--- config.mk ---
export PLATFORM = sky130hd
export DESIGN_NAME = trafficSequencer
export DESIGN_NICKNAME = d
export VERILOG_FILES = /design/src/rtl/tlsPkg.sv /design/src/rtl/tlsTickGen.sv /design/src/rtl/tlsTimerPath.sv /design/src/rtl/tlsPhaseCtl.sv /design/src/rtl/trafficSequencer.sv
export SDC_FILE = /design/constraint.sdc
export NUM_CORES = 1
export LEC_CHECK = 0
export ABC_AREA = 1
export CAP_MARGIN = 0
export CORE_AREA = 2 2 39 41
export CTS_BUF_LIST = sky130_fd_sc_hd__clkbuf_8
export DETAILED_ROUTE_END_ITERATION = 16
export DIE_AREA = 0 0 41 43
export DONT_BUFFER_PORTS = 1
export HOLD_SLACK_MARGIN = 0.03
export PLACE_DENSITY_LB_ADDON = 0.2
export SLEW_MARGIN = 40
export SYNTH_ARGS = -nofsm -noshare
export SYNTH_HDL_FRONTEND = slang
export SYNTH_SLANG_ARGS = --single-unit
--- constraint.sdc ---
create_clock -name clk -period 1.75 [get_ports clk]
set_input_delay 0.0875 -clock clk [delete_from_list [all_inputs] [get_ports clk]]
set_output_delay 0.0875 -clock clk [all_outputs]
set_load 0.01 [all_outputs]
--- src/rtl/tlsPkg.sv ---
`timescale 1ns/1ps
package tlsPkg;

  typedef enum logic [1:0] {
    PH_A_GO   = 2'b00,
    PH_A_WARN = 2'b01,
    PH_B_GO   = 2'b10,
    PH_B_WARN = 2'b11
  } phaseT;

  // strobes from control to the elapsed-time datapath
  typedef struct packed {
    logic clear;
    logic step;
  } tmrCtlT;

  typedef struct packed {
    logic red;
    logic yellow;
    logic green;
  } lampT;

endpackage

--- src/rtl/tlsTickGen.sv ---
`timescale 1ns/1ps
module tlsTickGen #(
  parameter int TICK_DIV = 0
) (
  input  logic clk,
  input  logic rst,
  input  logic tickIn,
  output logic tickOut
);

  generate
    if (TICK_DIV <= 1) begin : gPass
      assign tickOut = tickIn;
    end else begin : gDiv
      localparam int DIV_W = $clog2(TICK_DIV);
      localparam logic [DIV_W-1:0] LAST = DIV_W'(TICK_DIV - 1);
      logic [DIV_W-1:0] divCnt;

      always_ff @(posedge clk) begin
        if (rst) begin
          divCnt <= '0;
        end else if (tickIn) begin
          if (divCnt == LAST) divCnt <= '0;
          else                divCnt <= divCnt + 1'b1;
        end
      end

      assign tickOut = tickIn && (divCnt == LAST);
    end
  endgenerate

endmodule

--- src/rtl/tlsTimerPath.sv ---
`timescale 1ns/1ps
module tlsTimerPath #(
  parameter int CNT_W = 7
) (
  input  logic              clk,
  input  logic              rst,
  input  tlsPkg::tmrCtlT    ctl,
  output logic [CNT_W-1:0]  elapsed
);

  always_ff @(posedge clk) begin
    if (rst || ctl.clear) elapsed <= '0;
    else if (ctl.step)    elapsed <= elapsed + 1'b1;
  end

endmodule

--- src/rtl/tlsPhaseCtl.sv ---
`timescale 1ns/1ps
module tlsPhaseCtl #(
  parameter int GREEN_TICKS     = 90,
  parameter int YELLOW_TICKS    = 30,
  parameter int MIN_GREEN_TICKS = 20,
  parameter int CNT_W           = 7
) (
  input  logic              clk,
  input  logic              rst,
  input  logic              tick,
  input  logic              demand,
  input  logic [CNT_W-1:0]  elapsed,
  output tlsPkg::tmrCtlT    ctl,
  output tlsPkg::phaseT     phase,
  output tlsPkg::lampT      lampA,
  output tlsPkg::lampT      lampB
);
  import tlsPkg::*;

  localparam logic [CNT_W-1:0] GO_LAST   = CNT_W'(GREEN_TICKS - 1);
  localparam logic [CNT_W-1:0] WARN_LAST = CNT_W'(YELLOW_TICKS - 1);
  localparam logic [CNT_W-1:0] MIN_LAST  = CNT_W'(MIN_GREEN_TICKS - 1);

  logic [CNT_W-1:0] lastTick;
  logic             timeUp;
  logic             earlyCut;
  logic             endNow;

  always_comb begin
    lastTick = phase[0] ? WARN_LAST : GO_LAST;
    timeUp   = (elapsed == lastTick);
    earlyCut = (phase == PH_A_GO) && demand && (elapsed >= MIN_LAST);
    endNow   = tick && (timeUp || earlyCut);
    ctl.clear = endNow;
    ctl.step  = tick && !endNow;
  end

  always_ff @(posedge clk) begin
    if (rst)         phase <= PH_A_GO;
    else if (endNow) phase <= phaseT'(phase + 2'd1);
  end

  always_comb begin
    lampA = '{red: 1'b1, yellow: 1'b0, green: 1'b0};
    lampB = '{red: 1'b1, yellow: 1'b0, green: 1'b0};
    case (phase)
      PH_A_GO:   lampA = '{red: 1'b0, yellow: 1'b0, green: 1'b1};
      PH_A_WARN: lampA = '{red: 1'b0, yellow: 1'b1, green: 1'b0};
      PH_B_GO:   lampB = '{red: 1'b0, yellow: 1'b0, green: 1'b1};
      PH_B_WARN: lampB = '{red: 1'b0, yellow: 1'b1, green: 1'b0};
      default: ;
    endcase
  end

endmodule

--- src/rtl/trafficSequencer.sv ---
`timescale 1ns/1ps
module trafficSequencer #(
  parameter int GREEN_TICKS     = 90,
  parameter int YELLOW_TICKS    = 30,
  parameter int MIN_GREEN_TICKS = 20,
  parameter int TICK_DIV        = 0
) (
  input  logic       clk,
  input  logic       rst,
  input  logic       tickIn,
  input  logic       road2Demand,
  output logic [1:0] phaseOut,
  output logic       road1Red,
  output logic       road1Yellow,
  output logic       road1Green,
  output logic       road2Red,
  output logic       road2Yellow,
  output logic       road2Green
);
  import tlsPkg::*;

  localparam int MAX_TICKS = (GREEN_TICKS > YELLOW_TICKS) ? GREEN_TICKS : YELLOW_TICKS;
  localparam int CNT_W     = (MAX_TICKS > 2) ? $clog2(MAX_TICKS) : 1;

  logic             tickEff;
  logic [CNT_W-1:0] elapsedCnt;
  tmrCtlT           tmrCtl;
  phaseT            phase;
  lampT             lampA;
  lampT             lampB;

  tlsTickGen #(.TICK_DIV(TICK_DIV)) u_tick (
    .clk(clk), .rst(rst), .tickIn(tickIn), .tickOut(tickEff)
  );

  tlsPhaseCtl #(
    .GREEN_TICKS(GREEN_TICKS), .YELLOW_TICKS(YELLOW_TICKS),
    .MIN_GREEN_TICKS(MIN_GREEN_TICKS), .CNT_W(CNT_W)
  ) u_ctl (
    .clk(clk), .rst(rst), .tick(tickEff), .demand(road2Demand),
    .elapsed(elapsedCnt), .ctl(tmrCtl), .phase(phase),
    .lampA(lampA), .lampB(lampB)
  );

  tlsTimerPath #(.CNT_W(CNT_W)) u_tmr (
    .clk(clk), .rst(rst), .ctl(tmrCtl), .elapsed(elapsedCnt)
  );

  assign phaseOut    = phase;
  assign road1Red    = lampA.red;
  assign road1Yellow = lampA.yellow;
  assign road1Green  = lampA.green;
  assign road2Red    = lampB.red;
  assign road2Yellow = lampB.yellow;
  assign road2Green  = lampB.green;

endmodule

* After elaboration in Yosys (flattened, before gate mapping)
Index checks and enable logic that the tools add are counted.
** Word-level totals
- Register bits :: 9
- Input port bits :: 4
- Output and inout bits :: 8
- Logic and storage cells :: 20
** Operators by class
- $add $sub $neg :: 2
- Order comparisons :: 1
- Eq/ne operators :: 4
- Multiplexer cells :: 3
- Reduce and logical (&&, ||, !) cells :: 8
** Operator list (number)
- case mux 3 bit (2 select lines) :: 2
- adder 7 x 1 -> 7 bit, second input constant :: 1
- equality test 7 bit :: 1
- >= comparator 7 x 5 -> 1 bit, second input constant :: 1
- two-way mux 7 bit :: 1
- equality test 2 bit, second input constant :: 2
- logical AND 1 bit :: 4
- adder 2 x 1 -> 2 bit, second input constant :: 1
- equality test 2 x 1 -> 1 bit, second input constant :: 1
- logical NOT 2 bit :: 1
- logical OR 1 bit :: 2
- logical NOT 1 bit :: 1

* Logic depth before layout (Yosys ltp)
Gate-level depths: netlist of the first run.
- Depth after elaboration :: 7
- Mapped depth :: 10
- Depth with buffers taken out :: 10

* Hierarchy
A second synthesis of the first run with hierarchy kept.
** Unflattened totals
- Cells, all modules :: 90
- Area total of the unflattened synthesis :: 616.8 um^2
** Modules (own cells, without submodules)
- tlsTimerPath :: times used 1, cells an instance 43, area an instance 317.8 um^2, seq. area each 140.1 um^2
- tlsPhaseCtl :: times used 1, cells an instance 46, area an instance 291.5 um^2, seq. area each 40.0 um^2
- tlsTickGen :: times used 1, cells an instance 1, area an instance 7.5 um^2, seq. area each 0.0 um^2

* Worst setup path after synthesis of the first run
No wires, ideal clock.
- Path kind :: reg-to-reg
- Start :: register u_ctl.phase[0]
- End :: register u_tmr.elapsed[1]
- Setup time :: 113 ps
- Arrival :: 1173 ps
- Data required time :: 1637 ps
- Setup slack :: 464 ps
- Cell stages (with the launch flop) :: 9
- Buffers on the path :: 0
- Period minus slack after synthesis :: 1286 ps
- Cell sequence :: dfxtp_1 > inv_1 > ha_1 > nand2_1 > inv_1 > nand2_4 > nand3_2 > nor2_1 > nor2_1
** Between the ends
- Elaborated cells between the ends (all ways) :: 10
- Classes of those cells :: eq/ne: 1; mux: 1; reduce/logical: 8
** RTL lines
- start, declared :: line tlsPhaseCtl.sv:14 : output tlsPkg::phaseT phase,
- start signal, assigned :: line tlsPhaseCtl.sv:40 : else if (endNow) phase <= phaseT'(phase + 2'd1);
- two-way mux 7 bit * :: line tlsPhaseCtl.sv:30 : lastTick = phase[0] ? WARN_LAST : GO_LAST;
- named net u_ctl.lastTick[6] :: line tlsPhaseCtl.sv:24 : logic [CNT_W-1:0] lastTick;
- equality test 7 bit * :: line tlsPhaseCtl.sv:31 : timeUp = (elapsed == lastTick);
- logical OR 1 bit * :: line tlsPhaseCtl.sv:33 : endNow = tick && (timeUp || earlyCut);
- logical AND 1 bit * :: line tlsPhaseCtl.sv:33
- logical NOT 1 bit :: line tlsPhaseCtl.sv:35 : ctl.step = tick && !endNow;
- logical AND 1 bit :: line tlsPhaseCtl.sv:35
- end signal, assigned :: line tlsTimerPath.sv:13 : else if (ctl.step) elapsed <= elapsed + 1'b1;
- end, declared :: line tlsTimerPath.sv:8 : output logic [CNT_W-1:0] elapsed
The timed path passes the listed nets; every way through them passes the cells marked *.
A chain may end at the register's enable or synchronous reset.

* Final worst setup path of the first run
- Start :: register u_ctl.phase[1]
- End :: register u_tmr.elapsed[2]
** Between the ends
- Word-level cells in the longest chain between the ends :: 7
- Elaborated cells between the ends (all ways) :: 8
- Classes of those cells :: reduce/logical: 8
** RTL lines
- logical NOT 2 bit * :: line tlsPhaseCtl.sv:32 : earlyCut = (phase == PH_A_GO) && demand && (elapsed >= MIN_LAST);
- logical AND 1 bit * (2 in a row) :: line tlsPhaseCtl.sv:32
- logical OR 1 bit * :: line tlsPhaseCtl.sv:33
- logical AND 1 bit * :: line tlsPhaseCtl.sv:33
- logical NOT 1 bit :: line tlsPhaseCtl.sv:35
- logical AND 1 bit :: line tlsPhaseCtl.sv:35
Mark *: on every way between the ends. The rest lies on a longest branch, timed or not.

==> results of run 1 <==
==> registers in the layout (all words and copies together), names as in the netlist <==
signal         cells
u_tmr.elapsed      7
u_ctl.phase        2
==> final timing paths <==
path,startpoint,end,slack (ps)
worst max register to register,u_ctl.phase[1]$_SDFFE_PP0P_,u_tmr.elapsed[2]$_SDFFE_PP0P_,350
worst min register to register,u_tmr.elapsed[3]$_SDFFE_PP0P_,u_tmr.elapsed[3]$_SDFFE_PP0P_,560
worst max-delay path,u_ctl.phase[1]$_SDFFE_PP0P_,u_tmr.elapsed[2]$_SDFFE_PP0P_,350
worst min-delay path,tickIn,u_tmr.elapsed[0]$_SDFFE_PP0P_,30
==> metrics by stage <==
stage                     area [µm²]  power (W)  hold slack (ps)
after floorplan                  706   0.000260              304
after global placement           714   0.000265              293
after global routing             759   0.000520             53.9
final                            759   0.000493             30.5
after detailed placement         714   0.000265              260
after CTS                        759   0.000498             35.1
==> worst max-delay path: cells and delay by family (launching register included) <==
| kind | cells | cell delay, ps |
|---|---|---|
| buffers and inverters | 2 | 200 |
| flip-flops | 1 | 440 |
| AND/OR/NAND/NOR | 5 | 440 |
| adder cells (fa/ha/maj) | 1 | 210 |
==> logic make-up (layout without fill, tap and decap cells) <==
group	count (synthesis)	after routing	synth area share, %
buf+inv	20	23	12.8
simple gates	69	69	46.3
fa+ha+maj	8	8	14.2
flops	9	9	25.5
xor+xnor	1	1	1.24
==> metal layers <==
layer / track usage, % / share of wire (%) / wire length, µm / up-vias
met5: 0 / 0 / 0 / -
met3: 5.24 / 3.2 / 42 / 4
met1: 25.9 / 51 / 678 / 273
met2: 26.9 / 44 / 582 / 9
met4: 8.00 / 1.7 / 23 / 0
li1: - / - / - / 332
==> placed cells by master (no fill, tap or decap) <==
master and count:
buf_4 2, clkbuf_8 3, dfxtp_1 9, ha_1 8, inv_1 17, inv_2 1, nand2_1 28, nand2_2 3
nand2_4 1, nand3_1 8, nand3_2 4, nand4_1 4, nor2_1 17, nor2_2 2, nor3_1 2, xnor2_1 1
==> power by group through the flow <==
| stage | combinational, W | sequential (W) | clock, W |
|---|---|---|---|
| after floorplan | 0.0000378 | 0.000222 | 0 |
| after global placement | 0.0000416 | 0.000223 | 0 |
| after detailed placement | 0.0000413 | 0.000223 | 0 |
| after CTS | 0.0000417 | 0.000220 | 0.000237 |
| after global routing | 0.0000479 | 0.000220 | 0.000252 |
| final | 0.0000411 | 0.000220 | 0.000232 |
==> final cells by class <==
| cell class | count | area share (%) |
|---|---|---|
| multi-input combinational | 78 | 57.3 |
| clock buffer | 3 | 5.44 |
| timing repair buffer | 2 | 1.98 |
| tap | 16 | 2.64 |
| sequential | 9 | 23.7 |
| inverter | 17 | 8.40 |
| clock inverter | 1 | 0.494 |
==> impl_metrics.ini, run 1 <==
[status]
status = completed

[worst_setup_path]
worst_ep_arrival_time_ps = 1530
worst_setup_path_start_kind = flop
cp_max_fo = 10
crit_chain = inv_1 > ha_1 > nand2_1 > inv_1 > nand2_4 > nand3_2 > nor2_1 > nor2_1
worstPathRequired_ps = 1880
worstSetupEndpointType = flop
slowest_stage = dfxtp_1
crit_path_max_incr_delay_ps = 440
critical_path_class = reg2reg
worst-r2r-cell-count = 8

[floorplan]
die_w_um = 41
core_um2 = 1380
die_h_um = 43
ioPinCount = 12
dieArea_um2 = 1760
num_rows = 14
start_util_pct = 51.0

[cells_and_area]
n_antenna_cell = 0
fin_cells = 126
ff_latch_area_um2 = 180
layout-area-overhead-vs-synth_pct = 7.62
multi_input_area_um2 = 435
fill_cells = 152
drive_gt1_share_pct = 14.5
layout.nets = 123
postLayoutCoreUtil_pct = 54.9

[timing]
tns_ps = 0
final_hold_viol_count = 0
maxSlewHeadroom_pct = 80.1
setup_ws_ps = 349
fin_skew_ps = 1.40
fmax_mhz = 714
final-max-slew-violation-count = 0
period_needed_ps = 1400
rsz0062_at_grt = no
setup_viol = 0
tightestPinTransition_ps = 296
final.period_utilization_pct = 80.0

[clocking]
ctsResizeCount = 0
postCtsHoldBufs = 0
htreeDepth = 1
post_cts_buffers = 0
clock_latency_ps = 230
tritoncts = yes
cts_root_buf = clkbuf_8
cts.clk_slew.worst_paths_ps = 40
cts_buffers = 3
cts_buffer_depth = 2
clock_sink_count = 9

[synth]
synth.area.top_cells = dfxtp_1 (26%), nand2_1 (15%), ha_1 (14%), nor2_1 (9.0%), inv_1 (8.5%)
postSynthCellCount = 107
synth_area_per_cell_um2 = 6.60
synth_fp_nets = 119
async_flop_share_pct = 0
yosys_most_used_dff = dfxtp_1
synth_commonest_cells = nand2_1 (28), nor2_1 (17), inv_1 (16), dfxtp_1 (9)
yosysUniqueCellTypes = 16
synth_edf_count = 0
yosysSeqAreaShare_pct = 25.5
synth_seq_cells = 9
synth_top_area_share_pct = 25.5
synth_top_area_cell = dfxtp_1
yosys_warnings = 0
synth_area_um2 = 706
yosysMostFrequentCell = nand2_1

[power_and_ir_drop]
p_clk_share_pct = 47.0
cellLeakagePower_nw = 0.389
swShare_pct = 22.6
p_int_w = 0.000382
p_comb_share_pct = 8.3
power_density_nw_per_um2 = 649
p_seq_share_pct = 44.6
peakVddDrop_v = 0.000744
switchingPower_w = 0.000111

[place]
dp_hpwl_um = 1060
post-place-ws_ps = 328
io_buffers = 0
dp.cells = 122
gp_congestion = 0.814

[global_routing]
grt_usage_pct = 18.9
grt_max_degree = 11
grt_pass1_vias = 545
antenna_found_initial = 0
grt_remaining_overflow = 0
grt_first_pass_wirelength_um = 2260

[detailed_routing]
vias_per_cell = 4.90
final_antenna_net_count = 0
first_iter_violations = 14
dr_total_vias = 618
wl_per_cell_um = 10.5
route.detailed.drc = 0
first_pass_iters = 4
wl_um = 1330

[min_path]
timing.hold.worst.class = in2reg
holdPathStages = 2

[run]
maxCapViolations = 0
(Power assumes the default switching activity.)
==> inputs of run 2 (changes only) <==
- clock period: 1.75 -> 1.3 ns (I/O delays scaled with it)
==> impl_metrics.ini, run 2 (same netlist as run 1, synthesis figures left out) <==
[status]
status = complete, but fails checks
violations = setup timing

[global_routing]
grt_remaining_overflow = 0
grt_usage_pct = 24.1
antenna_found_initial = 0
grt_pass1_vias = 607
grt_max_degree = 11
grt_first_pass_wirelength_um = 2780

[clocking]
cts.clk_slew.worst_paths_ps = 50
cts_buffers = 3
clock_latency_ps = 240
clock_sink_count = 9
tritoncts = yes
htreeDepth = 1
cts_buffer_depth = 2
cts_root_buf = clkbuf_8

[timing]
fin_skew_ps = 3.08
final.period_utilization_pct = 109
tightestPinTransition_ps = 344
period_needed_ps = 1410
final_hold_viol_count = 0
rsz0062_at_grt = yes
setup_ws_ps = -113
maxSlewHeadroom_pct = 76.9
setup_viol = 3
fmax_mhz = 708
final-max-slew-violation-count = 0

[worst_setup_path]
cp-startpoint = u_tmr.elapsed[0]$_SDFFE_PP0P_
cp_max_fo = 4
timing.rr.start = u_tmr.elapsed[0]$_SDFFE_PP0P_
r2r_slack_ps = -110
worst-r2r-cell-count = 9
worstSetupEndpointType = flop
slowest_stage = dfxtp_4
reg2reg_to = u_tmr.elapsed[2]$_SDFFE_PP0P_
worstPathRequired_ps = 1470
worst_setup_path_start_kind = flop
crit_top_cell = buf_4
worst_ep_arrival_time_ps = 1580
crit_buf_inv = 4
critical_path_class = reg2reg
critPathTopFamily = buffers and inverters
endpoint = u_tmr.elapsed[2]$_SDFFE_PP0P_
cp.depth = 9
crit_chain = ha_4 > nor2_4 > buf_4 > buf_4 > buf_4 > buf_4 > nor2_2 > nor2_1 > nor2_1
crit_path_max_incr_delay_ps = 380

[power_and_ir_drop]
cellLeakagePower_nw = 0.476
power.total_w = 0.000759
peakVddDrop_v = 0.000788
power_density_nw_per_um2 = 746

[floorplan]
die_w_um = 41
start_util_pct = 51.0
ioPinCount = 12
die_h_um = 43
core_um2 = 1380
dieArea_um2 = 1760
num_rows = 14

[detailed_routing]
wl_um = 2120
route.detailed.drc = 0
vias_per_cell = 5.14
first_pass_iters = 4
final_antenna_net_count = 0
dr_total_vias = 735
first_iter_violations = 12
wl_per_cell_um = 14.8

[place]
dp.cells = 130
io_buffers = 0
gp_congestion = 0.815
dp_hpwl_um = 1050
post-place-ws_ps = -17.0

[cells_and_area]
mostFrequentLayoutCells = nand2_1 (21), buf_4 (15), nor2_1 (13), inv_1 (12)
layout.nets = 140
final_common_cell = nand2_1
drive_gt1_share_pct = 43.3
fin_cells = 143
top_regs = u_tmr.elapsed x7, u_ctl.phase x2
largest_register = u_tmr.elapsed
layout-area-overhead-vs-synth_pct = 44.3
largest_register_ffs = 7
n_antenna_cell = 0

[run]
maxCapViolations = 0

[min_path]
timing.hold.worst.class = in2reg
run 2: worst min-delay path by stage:
stage / to / cells after the start / start
global route: u_tmr.elapsed[1]$_SDFFE_PP0P_ / 4 / tickIn
finish: u_ctl.phase[0]$_SDFFE_PP0P_ / 3 / rst
floorplan: u_ctl.phase[0]$_SDFFE_PP0P_ / 3 / rst
detailed placement: u_tmr.elapsed[0]$_SDFFE_PP0P_ / 2 / tickIn
global placement: u_tmr.elapsed[0]$_SDFFE_PP0P_ / 2 / tickIn
CTS: u_ctl.phase[1]$_SDFFE_PP0P_ / 3 / tickIn
run 2: area by class of cell:
cell class	instances	area [µm²]
Clock buffer	3	41.3
Fill cell	100	365
Sequential cell	9	188
Multi-Input combinational cell	79	556
Inverter	17	66.3
Clock inverter	1	3.75
Tap cell	16	20.0
Timing Repair Buffer	18	144
run 2: tightest hold or removal path, delay by kind of cell:
family | cells | cell delay, ps
AND/OR/NAND/NOR | 2 | 130
buffers and inverters | 1 | 90
run 2: timing repair:
item / CTS / global route
hold endpoints to repair: 2 / 2
cloned: 1 / 1
resized for setup: 9 / 30
hold buffers: 1 / 1
setup buffers: 3 / 2
setup endpoints to repair: 9 / 10
pin swaps: 3 / 13
run 2: routing by layer:
layer / GRT usage [%] / wire, µm / vias up
li1: - / - / 370
met1: 32.1 / 832 / 341
met2: 34.4 / 1120 / 14
met3: 7.85 / 69 / 10
met4: 10.0 / 96 / 0
met5: 0 / 0 / -
run 2: where the power goes:
group          internal [W]  leakage (nW)  total, W  switching (W)
Combinational     0.0000629         0.375  0.000122      0.0000590
Clock              0.000207        0.0269  0.000334       0.000127
Sequential         0.000287        0.0744  0.000303      0.0000165
run 2: stage by stage:
stage	utilization, %	area, µm²	hold WS [ps]	TNS (ps)
6_report	73.6	1020	74.1	-200
5_1_grt	73.6	1020	93.7	-839
3_3_place_gp	56.0	774	229	-35.2
4_1_cts	64.8	897	31.0	-1.43
2_1_floorplan	-	706	282	0
3_5_place_dp	56.0	774	228	-98.3
